===== config.mk =====
export PLATFORM = sky130hd
export DESIGN_NAME = loop_tmr
export DESIGN_NICKNAME = d
export VERILOG_FILES = /design/src/rtl/loop_tmr_pkg.sv /design/src/rtl/loop_tmr_regs.sv /design/src/rtl/loop_tmr_cnt.sv /design/src/rtl/loop_tmr_flag.sv /design/src/rtl/loop_tmr.sv
export SDC_FILE = /design/constraint.sdc
export NUM_CORES = 1
export LEC_CHECK = 0
export ABC_AREA = 1
export BUFFER_PORTS_ARGS = -buffer_cell sky130_fd_sc_hd__buf_2
export CAP_MARGIN = 30
export CORE_ASPECT_RATIO = 1.2
export CORE_MARGIN = 3
export CORE_UTILIZATION = 59
export DETAILED_ROUTE_END_ITERATION = 6
export PLACE_DENSITY = 0.79
export SETUP_SLACK_MARGIN = 0.3
export SYNTH_ARGS = -nofsm -noshare
export SYNTH_HDL_FRONTEND = slang
export SYNTH_SLANG_ARGS = --single-unit

===== constraint.sdc =====
create_clock -name clk -period 1.7 [get_ports clk]
set_clock_uncertainty 0.05 [all_clocks]
set_input_delay 0.17 -clock clk [delete_from_list [all_inputs] [get_ports clk]]
set_output_delay 0.17 -clock clk [all_outputs]
set_load 0.03 [all_outputs]

===== src/rtl/loop_tmr_pkg.sv =====
package loop_tmr_pkg;
  localparam int ADDR_W        = 2;
  localparam int CTRL_HALT_BIT = 0;
  localparam int CTRL_LOAD_BIT = 1;
  localparam int STAT_FLAG_BIT = 0;

  typedef enum logic [ADDR_W-1:0] {
    REG_CTRL = 2'd0,
    REG_PRE  = 2'd1,
    REG_PER  = 2'd2,
    REG_STAT = 2'd3
  } tmr_reg_e;
endpackage


===== src/rtl/loop_tmr_regs.sv =====
module loop_tmr_regs
  import loop_tmr_pkg::*;
#(
  parameter int DATA_W = 16,
  parameter int PRE_W  = 16,
  parameter int PER_W  = 16
) (
  input  logic              clk,
  input  logic              rst,
  input  logic              cfg_we,
  input  logic [ADDR_W-1:0] cfg_addr,
  input  logic [DATA_W-1:0] cfg_wdata,
  input  logic              flag,
  output logic              halt_q,
  output logic              load_p,
  output logic              clr_req,
  output logic [PRE_W-1:0]  pre_rld_q,
  output logic [PER_W-1:0]  per_rld_q,
  output logic [DATA_W-1:0] cfg_rdata
);
  logic wr_ctrl, wr_pre, wr_per, wr_stat;

  assign wr_ctrl = cfg_we && (cfg_addr == REG_CTRL);
  assign wr_pre  = cfg_we && (cfg_addr == REG_PRE);
  assign wr_per  = cfg_we && (cfg_addr == REG_PER);
  assign wr_stat = cfg_we && (cfg_addr == REG_STAT);

  assign load_p  = wr_ctrl && cfg_wdata[CTRL_LOAD_BIT];
  assign clr_req = wr_stat && cfg_wdata[STAT_FLAG_BIT];

  always_ff @(posedge clk) begin
    if (rst) begin
      halt_q    <= 1'b1;
      pre_rld_q <= '0;
      per_rld_q <= '0;
    end else begin
      if (wr_ctrl) halt_q    <= cfg_wdata[CTRL_HALT_BIT];
      if (wr_pre)  pre_rld_q <= cfg_wdata[PRE_W-1:0];
      if (wr_per)  per_rld_q <= cfg_wdata[PER_W-1:0];
    end
  end

  always_ff @(posedge clk) begin
    if (rst) begin
      cfg_rdata <= '0;
    end else begin
      cfg_rdata <= '0;
      case (cfg_addr)
        REG_CTRL: cfg_rdata[CTRL_HALT_BIT] <= halt_q;
        REG_PRE:  cfg_rdata <= DATA_W'(pre_rld_q);
        REG_PER:  cfg_rdata <= DATA_W'(per_rld_q);
        REG_STAT: cfg_rdata[STAT_FLAG_BIT] <= flag;
        default:  cfg_rdata <= '0;
      endcase
    end
  end
endmodule


===== src/rtl/loop_tmr_cnt.sv =====
module loop_tmr_cnt #(
  parameter int W = 16
) (
  input  logic         clk,
  input  logic         rst,
  input  logic         load,
  input  logic         step,
  input  logic [W-1:0] rld,
  output logic [W-1:0] cnt,
  output logic         wrap
);
  logic at_zero;

  assign at_zero = (cnt == '0);
  assign wrap    = step && !load && at_zero;

  always_ff @(posedge clk) begin
    if (rst)       cnt <= '0;
    else if (load) cnt <= rld;
    else if (step) cnt <= at_zero ? rld : cnt - W'(1);
  end
endmodule


===== src/rtl/loop_tmr_flag.sv =====
module loop_tmr_flag (
  input  logic clk,
  input  logic rst,
  input  logic set,
  input  logic clr,
  output logic flag
);
  always_ff @(posedge clk) begin
    if (rst)      flag <= 1'b0;
    else if (set) flag <= 1'b1;
    else if (clr) flag <= 1'b0;
  end
endmodule


===== src/rtl/loop_tmr.sv =====
module loop_tmr
  import loop_tmr_pkg::*;
#(
  parameter int DATA_W = 16,
  parameter int PRE_W  = 16,
  parameter int PER_W  = 16
) (
  input  logic              clk,
  input  logic              rst,
  input  logic              cfg_we,
  input  logic [1:0]        cfg_addr,
  input  logic [DATA_W-1:0] cfg_wdata,
  output logic [DATA_W-1:0] cfg_rdata,
  output logic              flag_o
);
  logic             halt_q, load_p, clr_req;
  logic [PRE_W-1:0] pre_rld_q, pre_cnt;
  logic [PER_W-1:0] per_rld_q, per_cnt;
  logic             pre_wrap, timeout;

  loop_tmr_regs #(.DATA_W(DATA_W), .PRE_W(PRE_W), .PER_W(PER_W)) u_regs (
    .clk(clk), .rst(rst), .cfg_we(cfg_we), .cfg_addr(cfg_addr),
    .cfg_wdata(cfg_wdata), .flag(flag_o), .halt_q(halt_q), .load_p(load_p),
    .clr_req(clr_req), .pre_rld_q(pre_rld_q), .per_rld_q(per_rld_q),
    .cfg_rdata(cfg_rdata)
  );

  loop_tmr_cnt #(.W(PRE_W)) u_pre (
    .clk(clk), .rst(rst), .load(load_p), .step(!halt_q),
    .rld(pre_rld_q), .cnt(pre_cnt), .wrap(pre_wrap)
  );

  loop_tmr_cnt #(.W(PER_W)) u_per (
    .clk(clk), .rst(rst), .load(load_p), .step(pre_wrap),
    .rld(per_rld_q), .cnt(per_cnt), .wrap(timeout)
  );

  loop_tmr_flag u_flag (
    .clk(clk), .rst(rst), .set(timeout), .clr(clr_req), .flag(flag_o)
  );
endmodule


==> results of run 1 <==
[critical path, cell delays in order (launching register included)]
cell and delay, ps:
dfxtp_1 390, nor2_1 250, nand2_1 230, nor2_4 250, nand3_1 120, nand2_1 90, nand3_1 100, nand2_1 90
a21oi_1 60
[layout make-up]
class	instances	area (um2)
Inverter	66	272.8
Timing Repair Buffer	74	583.1
Sequential cell	82	1668
Tap cell	87	108.9
Clock buffer	9	123.9
Multi-Input combinational cell	440	2551
Timing Repair inverter	1	8.758
Fill cell	461	1530
Clock inverter	6	90.09
[power groups by stage]
| stage | Sequential [uW] | Combinational [uW] | Clock, uW |
|---|---|---|---|
| floorplan | 2190 | 1690 | 0 |
| global placement | 2200 | 2020 | 0 |
| detailed placement | 2200 | 2060 | 0 |
| CTS | 2170 | 2320 | 1570 |
| global route | 2210 | 3250 | 1650 |
| finish | 2190 | 3010 | 1570 |
[worst paths after layout]
check | depth (start not counted) | startpoint | end | slack [ps]
min reg2reg | 2 | u_regs.per_rld_q[8] | u_regs.cfg_rdata[8] | 400
max reg2reg | 8 | u_per.cnt[2] | u_per.cnt[13] | -50
max | 8 | u_per.cnt[2] | u_per.cnt[13] | -50
min | 3 | cfg_wdata[3] | u_regs.per_rld_q[3] | 50
[layout by cell type (no fill, tap or decap), types with 8 or more instances in the layout]
master and n:
dfxtp_1 65, nor2_2 8, nor2_4 13, nand2_1 142, buf_4 28, clkbuf_8 9, nand3_1 23, buf_2 37
nand2_2 8, dfxtp_2 15, inv_1 57, nor2_1 48, a21oi_1 57, o21ai_0 42, a21oi_2 20, nand3_2 12
[registers in the layout, summed over array words and instances (netlist names)]
| signal | flops |
|---|---|
| u_regs.per_rld_q | 16 |
| u_per.cnt | 16 |
| u_pre.cnt | 16 |
| u_flag.flag | 1 |
| u_regs.pre_rld_q | 16 |
| u_regs.halt_q | 1 |
| u_regs.cfg_rdata | 16 |
[routing by layer]
layer  share of wire, %  vias to the layer above  wire length (um)  GRT usage [%]
li1                   -                     2093                 -              -
met5                  0                        -                 0              0
met4                5.0                        0               684          12.62
met2                 51                      294              6910          49.32
met1                 37                     2110              5022          33.49
met3                7.5                       73              1030          6.020
[stage by stage]
stage | power (uW) | hold slack (ps) | utilization, % | instance area (um2) | std cells
after floorplan | 3872 | 272.9 | - | 4285 | 613
after global placement | 4222 | 389.1 | 65.91 | 4572 | 728
after detailed placement | 4263 | 391.0 | 65.91 | 4572 | 728
after CTS | 6051 | 46.66 | 72.82 | 5051 | 754
after global routing | 7114 | 67.47 | 77.94 | 5406 | 765
final | 6773 | 52.90 | 77.94 | 5406 | 765
[repair_timing]
| item | CTS | global route |
|---|---|---|
| setup endpoints to repair | 31 | 33 |
| setup buffers | 9 | 6 |
| cloned | 2 | 5 |
| gates resized for setup | 44 | 67 |
| pin swaps | 18 | 17 |
| hold buffers | 0 | 0 |
[cells by family (layout without fill, tap and decap cells)]
group                      after synthesis  count (layout)  share of synthesized area, %
AOI/OAI and AO/OA                      138             138                         17.32
xor gates and xnor gates                10              10                         2.058
adders and majority gates                9               9                         2.646
buffers and inverters                   93             156                         9.732
DFF                                     82              82                         38.58
and+or+nand+nor                        281             283                         29.67
==> impl_metrics.env, run 1 <==
export IMPL_status="finished, violations left"
export IMPL_violations="setup timing"
export IMPL_drive_gt1_share_pct=30.38
export IMPL_seq_area_frac_synth_pct=38.58
export IMPL_cap_violations=0
export IMPL_drt_pass1_iter_count=5
export IMPL_period_needed_ps=1754
export IMPL_ys_types=34
export IMPL_gp_congestion=0.9507
export IMPL_num_vias=4570
export IMPL_remaining_drc_errors=0
export IMPL_wl_mm=13.65
export IMPL_yosys_area_top_type="dfxtp_1"
export IMPL_synth_seq_cells=82
export IMPL_worstSkewPairLatency_ps=360
export IMPL_dp_slack_ps=83.41
export IMPL_final_max_slew_viol_count=0
export IMPL_criticalPathCategory="register to register"
export IMPL_hold_viol_final=0
export IMPL_p_leak_uw=0.002365
export IMPL_combPwrFrac_pct=44.4
export IMPL_p_sw_uw=2761
export IMPL_grt_use_total_pct=28.30
export IMPL_design_core_area_mm2=0.006937
export IMPL_grt_overflow=0
export IMPL_chipWidth_um=83.53
export IMPL_synthFlopType="dfxtp_1"
export IMPL_synthTopCellsByCount="nand2_1 (148), dfxtp_1 (82), a21oi_1 (69)"
export IMPL_crit_required_ps=1890
export IMPL_grt_pass1_wl_mm=19.20
export IMPL_tightestPinTransition_ps=380.4
export IMPL_viasPerCell=5.974
export IMPL_arrival_ps=1940
export IMPL_synth_edf_count=0
export IMPL_drtAntennaViolNets=0
export IMPL_cts_buffers_inserted=9
export IMPL_power_density_mw_per_mm2=1253
export IMPL_syn_inst=613
export IMPL_path_clk_slew_ps=90
export IMPL_port_buffers=37
export IMPL_clkSinkCount=82
export IMPL_grt_max_degree=28
export IMPL_relSlewSlack_pct=74.61
export IMPL_ioPinCount=38
export IMPL_syn_to_final_growth_pct=27.05
export IMPL_cts_htree_levels=3
export IMPL_drtIter0Drc=572
export IMPL_finalSetupTns_ps=-54.31
export IMPL_avgSynthCellArea_um2=6.942
export IMPL_power_frac_seq_pct=32.4
export IMPL_cts_tree="built"
export IMPL_async_reset_ff_share_pct=0
export IMPL_fp_dieH_um=99.03
export IMPL_synth_fp_nets=643
export IMPL_ir_drop_mv=0.7135
export IMPL_syn_area_mm2=0.004255
export IMPL_end_kind="register"
export IMPL_hpwl_mm=7.637
export IMPL_clockBufferDepth=2
export IMPL_start_util_pct=61.35
export IMPL_start_kind="register"
export IMPL_antenna_found_initial=0
export IMPL_cp_max_fo=7
export IMPL_synth_top_cells_by_area="dfxtp_1 (39%), nand2_1 (13%), a21oi_1 (8.1%), o21ai_0 (5.9%), inv_1 (5.5%)"
export IMPL_grt_pass1_vias=4212
export IMPL_synthMostInstantiatedCell="nand2_1"
export IMPL_clockRootBuffer="clkbuf_8"
export IMPL_fin_crit_sh_pct=103.2
export IMPL_p_int_uw=4012
export IMPL_antennaDiodeCount=0
export IMPL_yosys_warnings=0
export IMPL_rsz0062_at_grt="true"
export IMPL_power_share_clock_pct=23.2
export IMPL_wl_per_cell_um=17.84
export IMPL_std_cell_rows=33
export IMPL_nets=704
export IMPL_fmax_ghz=0.5700
export IMPL_netSwitchingFraction_pct=40.77
export IMPL_setup_viol=1
export IMPL_worst_slack_ps=-54.31
export IMPL_dieArea_mm2=0.008271
export IMPL_min_path_type="input port to register"
export IMPL_yosysTopAreaCellShare_pct=38.58
Note: power is estimated with default switching activity, not from simulation.
==> run 2, diff against run 1 <==
--- a/config.mk
+++ b/config.mk
@@ -6,14 +6,15 @@
 export NUM_CORES = 1
 export LEC_CHECK = 0
 export ABC_AREA = 1
-export BUFFER_PORTS_ARGS = -buffer_cell sky130_fd_sc_hd__buf_2
-export CAP_MARGIN = 30
+export BUFFER_PORTS_ARGS = -buffer_cell sky130_fd_sc_hd__buf_4
+export CAP_MARGIN = 10
 export CORE_ASPECT_RATIO = 1.2
 export CORE_MARGIN = 3
 export CORE_UTILIZATION = 59
 export DETAILED_ROUTE_END_ITERATION = 6
 export PLACE_DENSITY = 0.79
 export SETUP_SLACK_MARGIN = 0.3
+export SLEW_MARGIN = 20
 export SYNTH_ARGS = -nofsm -noshare
 export SYNTH_HDL_FRONTEND = slang
 export SYNTH_SLANG_ARGS = --single-unit
==> run 2 against run 1 <==
  * The run now ends clean
  * Clock power rose by 5%
  * Combinational power rose by 10%
  * Utilization rose by 3.4 points
  * Fmax rose by 4.6%
  * Cell count rose by 2.1%
  * Sequential power barely moved
  * Critical endpoint is now u_pre.cnt[12]
==> impl_metrics.env, run 2 (synthesized netlist as in run 1, its figures left out) <==
export IMPL_regToRegEndpoint="u_pre.cnt[12]"
export IMPL_end_kind="register"
export IMPL_dieArea_mm2=0.008271
export IMPL_antenna_found_initial=0
export IMPL_relSlewSlack_pct=76.17
export IMPL_design_core_area_mm2=0.006937
export IMPL_num_vias=4748
export IMPL_tightestPinTransition_ps=356.6
export IMPL_cts_tree="built"
export IMPL_cap_violations=0
export IMPL_grt_use_total_pct=30.28
export IMPL_fin_crit_sh_pct=98.61
export IMPL_nets=719
export IMPL_ioPinCount=38
export IMPL_arrival_ps=1890
export IMPL_r2r_slack_ps=20
export IMPL_power_density_mw_per_mm2=1269
export IMPL_min_path_type="input port to register"
export IMPL_path_cells="nor2_2 -> nand2_2 -> nor2_4 -> nand2_4 -> nand2_8 -> clkinv_8 -> nand3_1 -> nand3_1 -> nand2_1 -> inv_1"
export IMPL_cp_top_family="simple AND/OR/NAND/NOR gates"
export IMPL_drtIter0Drc=501
export IMPL_cts_hold_buf=0
export IMPL_grt_max_degree=29
export IMPL_cts_htree_levels=3
export IMPL_crit_path_start="u_pre.cnt[11]"
export IMPL_antennaDiodeCount=0
export IMPL_ff2ff_path_depth=10
export IMPL_fp_dieH_um=99.03
export IMPL_path_common_cell="nand3_1"
export IMPL_dp_slack_ps=-1.927
export IMPL_cp_depth=10
export IMPL_clockRootBuffer="clkbuf_8"
export IMPL_hold_viol_final=0
export IMPL_path_buf_inv=2
export IMPL_clkSinkCount=82
export IMPL_gp_congestion=0.9209
export IMPL_final_cell_area_mm2=0.005644
export IMPL_wl_per_cell_um=18.83
export IMPL_ir_drop_mv=0.7553
export IMPL_chipWidth_um=83.53
export IMPL_drive_gt1_share_pct=34.01
export IMPL_start_kind="register"
export IMPL_rsz0062_at_grt="true"
export IMPL_clockBufferDepth=2
export IMPL_status="completed"
export IMPL_grt_overflow=0
export IMPL_dp_cells=728
export IMPL_place_area_mm2=0.004639
export IMPL_wl_mm=14.70
export IMPL_setup_viol=0
export IMPL_period_needed_ps=1676
export IMPL_max_stage_delay_ps=370
export IMPL_final_max_slew_viol_count=0
export IMPL_worstSkewPairLatency_ps=360
export IMPL_drtAntennaViolNets=0
export IMPL_r2r_start="u_pre.cnt[11]"
export IMPL_final_cells=781
export IMPL_cpMaxStageDelayCell="dfxtp_2"
export IMPL_cp_max_fo=6
export IMPL_port_buffers=37
export IMPL_path_clk_slew_ps=90
export IMPL_hpwl_mm=7.977
export IMPL_cts_buffers_inserted=9
export IMPL_fmax_ghz=0.5965
export IMPL_syn_to_final_growth_pct=32.64
export IMPL_grt_pass1_wl_mm=20.22
export IMPL_grt_pass1_vias=4131
export IMPL_viasPerCell=6.079
export IMPL_layout_commonest_cell="nand2_1"
export IMPL_crit_required_ps=1910
export IMPL_p_leak_uw=0.002463
export IMPL_remaining_drc_errors=0
export IMPL_drt_pass1_iter_count=5
export IMPL_holdWs_ps=41.49
export IMPL_layout_common_cells="nand2_1 (125), buf_4 (77), dfxtp_1 (63)"
export IMPL_criticalPathCategory="register to register"
export IMPL_crit_end="u_pre.cnt[12]"
export IMPL_finalSetupTns_ps=0
export IMPL_start_util_pct=61.35
export IMPL_std_cell_rows=33
export IMPL_fillCellCount=429
export IMPL_worst_slack_ps=23.58
## run 2: changes by cell type in the layout (fill, tap and decap cells not counted), sizes merged
cell | previous run | this run
buf | 72 | 88
nand2 | 159 | 160
inv | 68 | 67
clkinvlp | 1 | 2
clkinv | 2 | 1
## run 2: through the flow
| step | power, uW | util, % |
|---|---|---|
| 2_1_floorplan | 3872 | - |
| 3_3_place_gp | 4204 | 66.88 |
| 3_5_place_dp | 4255 | 66.88 |
| 4_1_cts | 6273 | 74.66 |
| 5_1_grt | 7464 | 81.37 |
| 6_report | 7164 | 81.37 |
## run 2: repair_timing
item | CTS | global route
endpoints found under the setup margin | 32 | 33
gates cloned | 4 | 2
buffers inserted | 14 | 17
resized for setup | 46 | 91
pin swaps | 17 | 41
## run 2: layout make-up
type                            count  area (um2)  share of cell area (%)
Clock buffer                       11       141.4                   2.505
Clock inverter                      5       86.33                   1.530
Inverter                           66       277.8                   4.921
Multi-Input combinational cell    441        2618                   46.38
Sequential cell                    82        1673                   29.64
Tap cell                           87       108.9                   1.929
Timing Repair Buffer               88       728.2                   12.90
Timing Repair inverter              1       11.26                  0.1995
## run 2: power by group
group          leakage [uW]  internal (uW)  total [uW]  switching (uW)
combinational       0.00168           1320        3320            1990
clock              0.000108            879        1650             774
sequential         0.000677           2050        2190             140
total               0.00246           4260        7160            2910
## run 2: worst min-delay path: stages
cell	delay, ps
buf_4	90
o21ai_0	70
nor2_1	80
## run 2: worst min path at each step
stage	from	to	slack, ps	cells after the start
final	cfg_wdata[5]	u_regs.pre_rld_q[5]	40	3
after floorplan	cfg_wdata[0]	u_regs.halt_q	270	1
after global routing	cfg_wdata[2]	u_regs.pre_rld_q[2]	50	3
after detailed placement	u_regs.per_rld_q[8]	u_regs.cfg_rdata[8]	400	2
after global placement	u_regs.per_rld_q[8]	u_regs.cfg_rdata[8]	390	2
after CTS	cfg_wdata[5]	u_regs.pre_rld_q[5]	20	3
## run 2: per-layer routing
metal / GRT usage [%] / share of wire [%] / vias up
met5: 0 / 0 / -
met4: 12.38 / 5.8 / 0
met3: 5.351 / 8.1 / 108
met2: 50.80 / 50 / 336
met1: 38.64 / 36 / 2190
li1: - / - / 2114
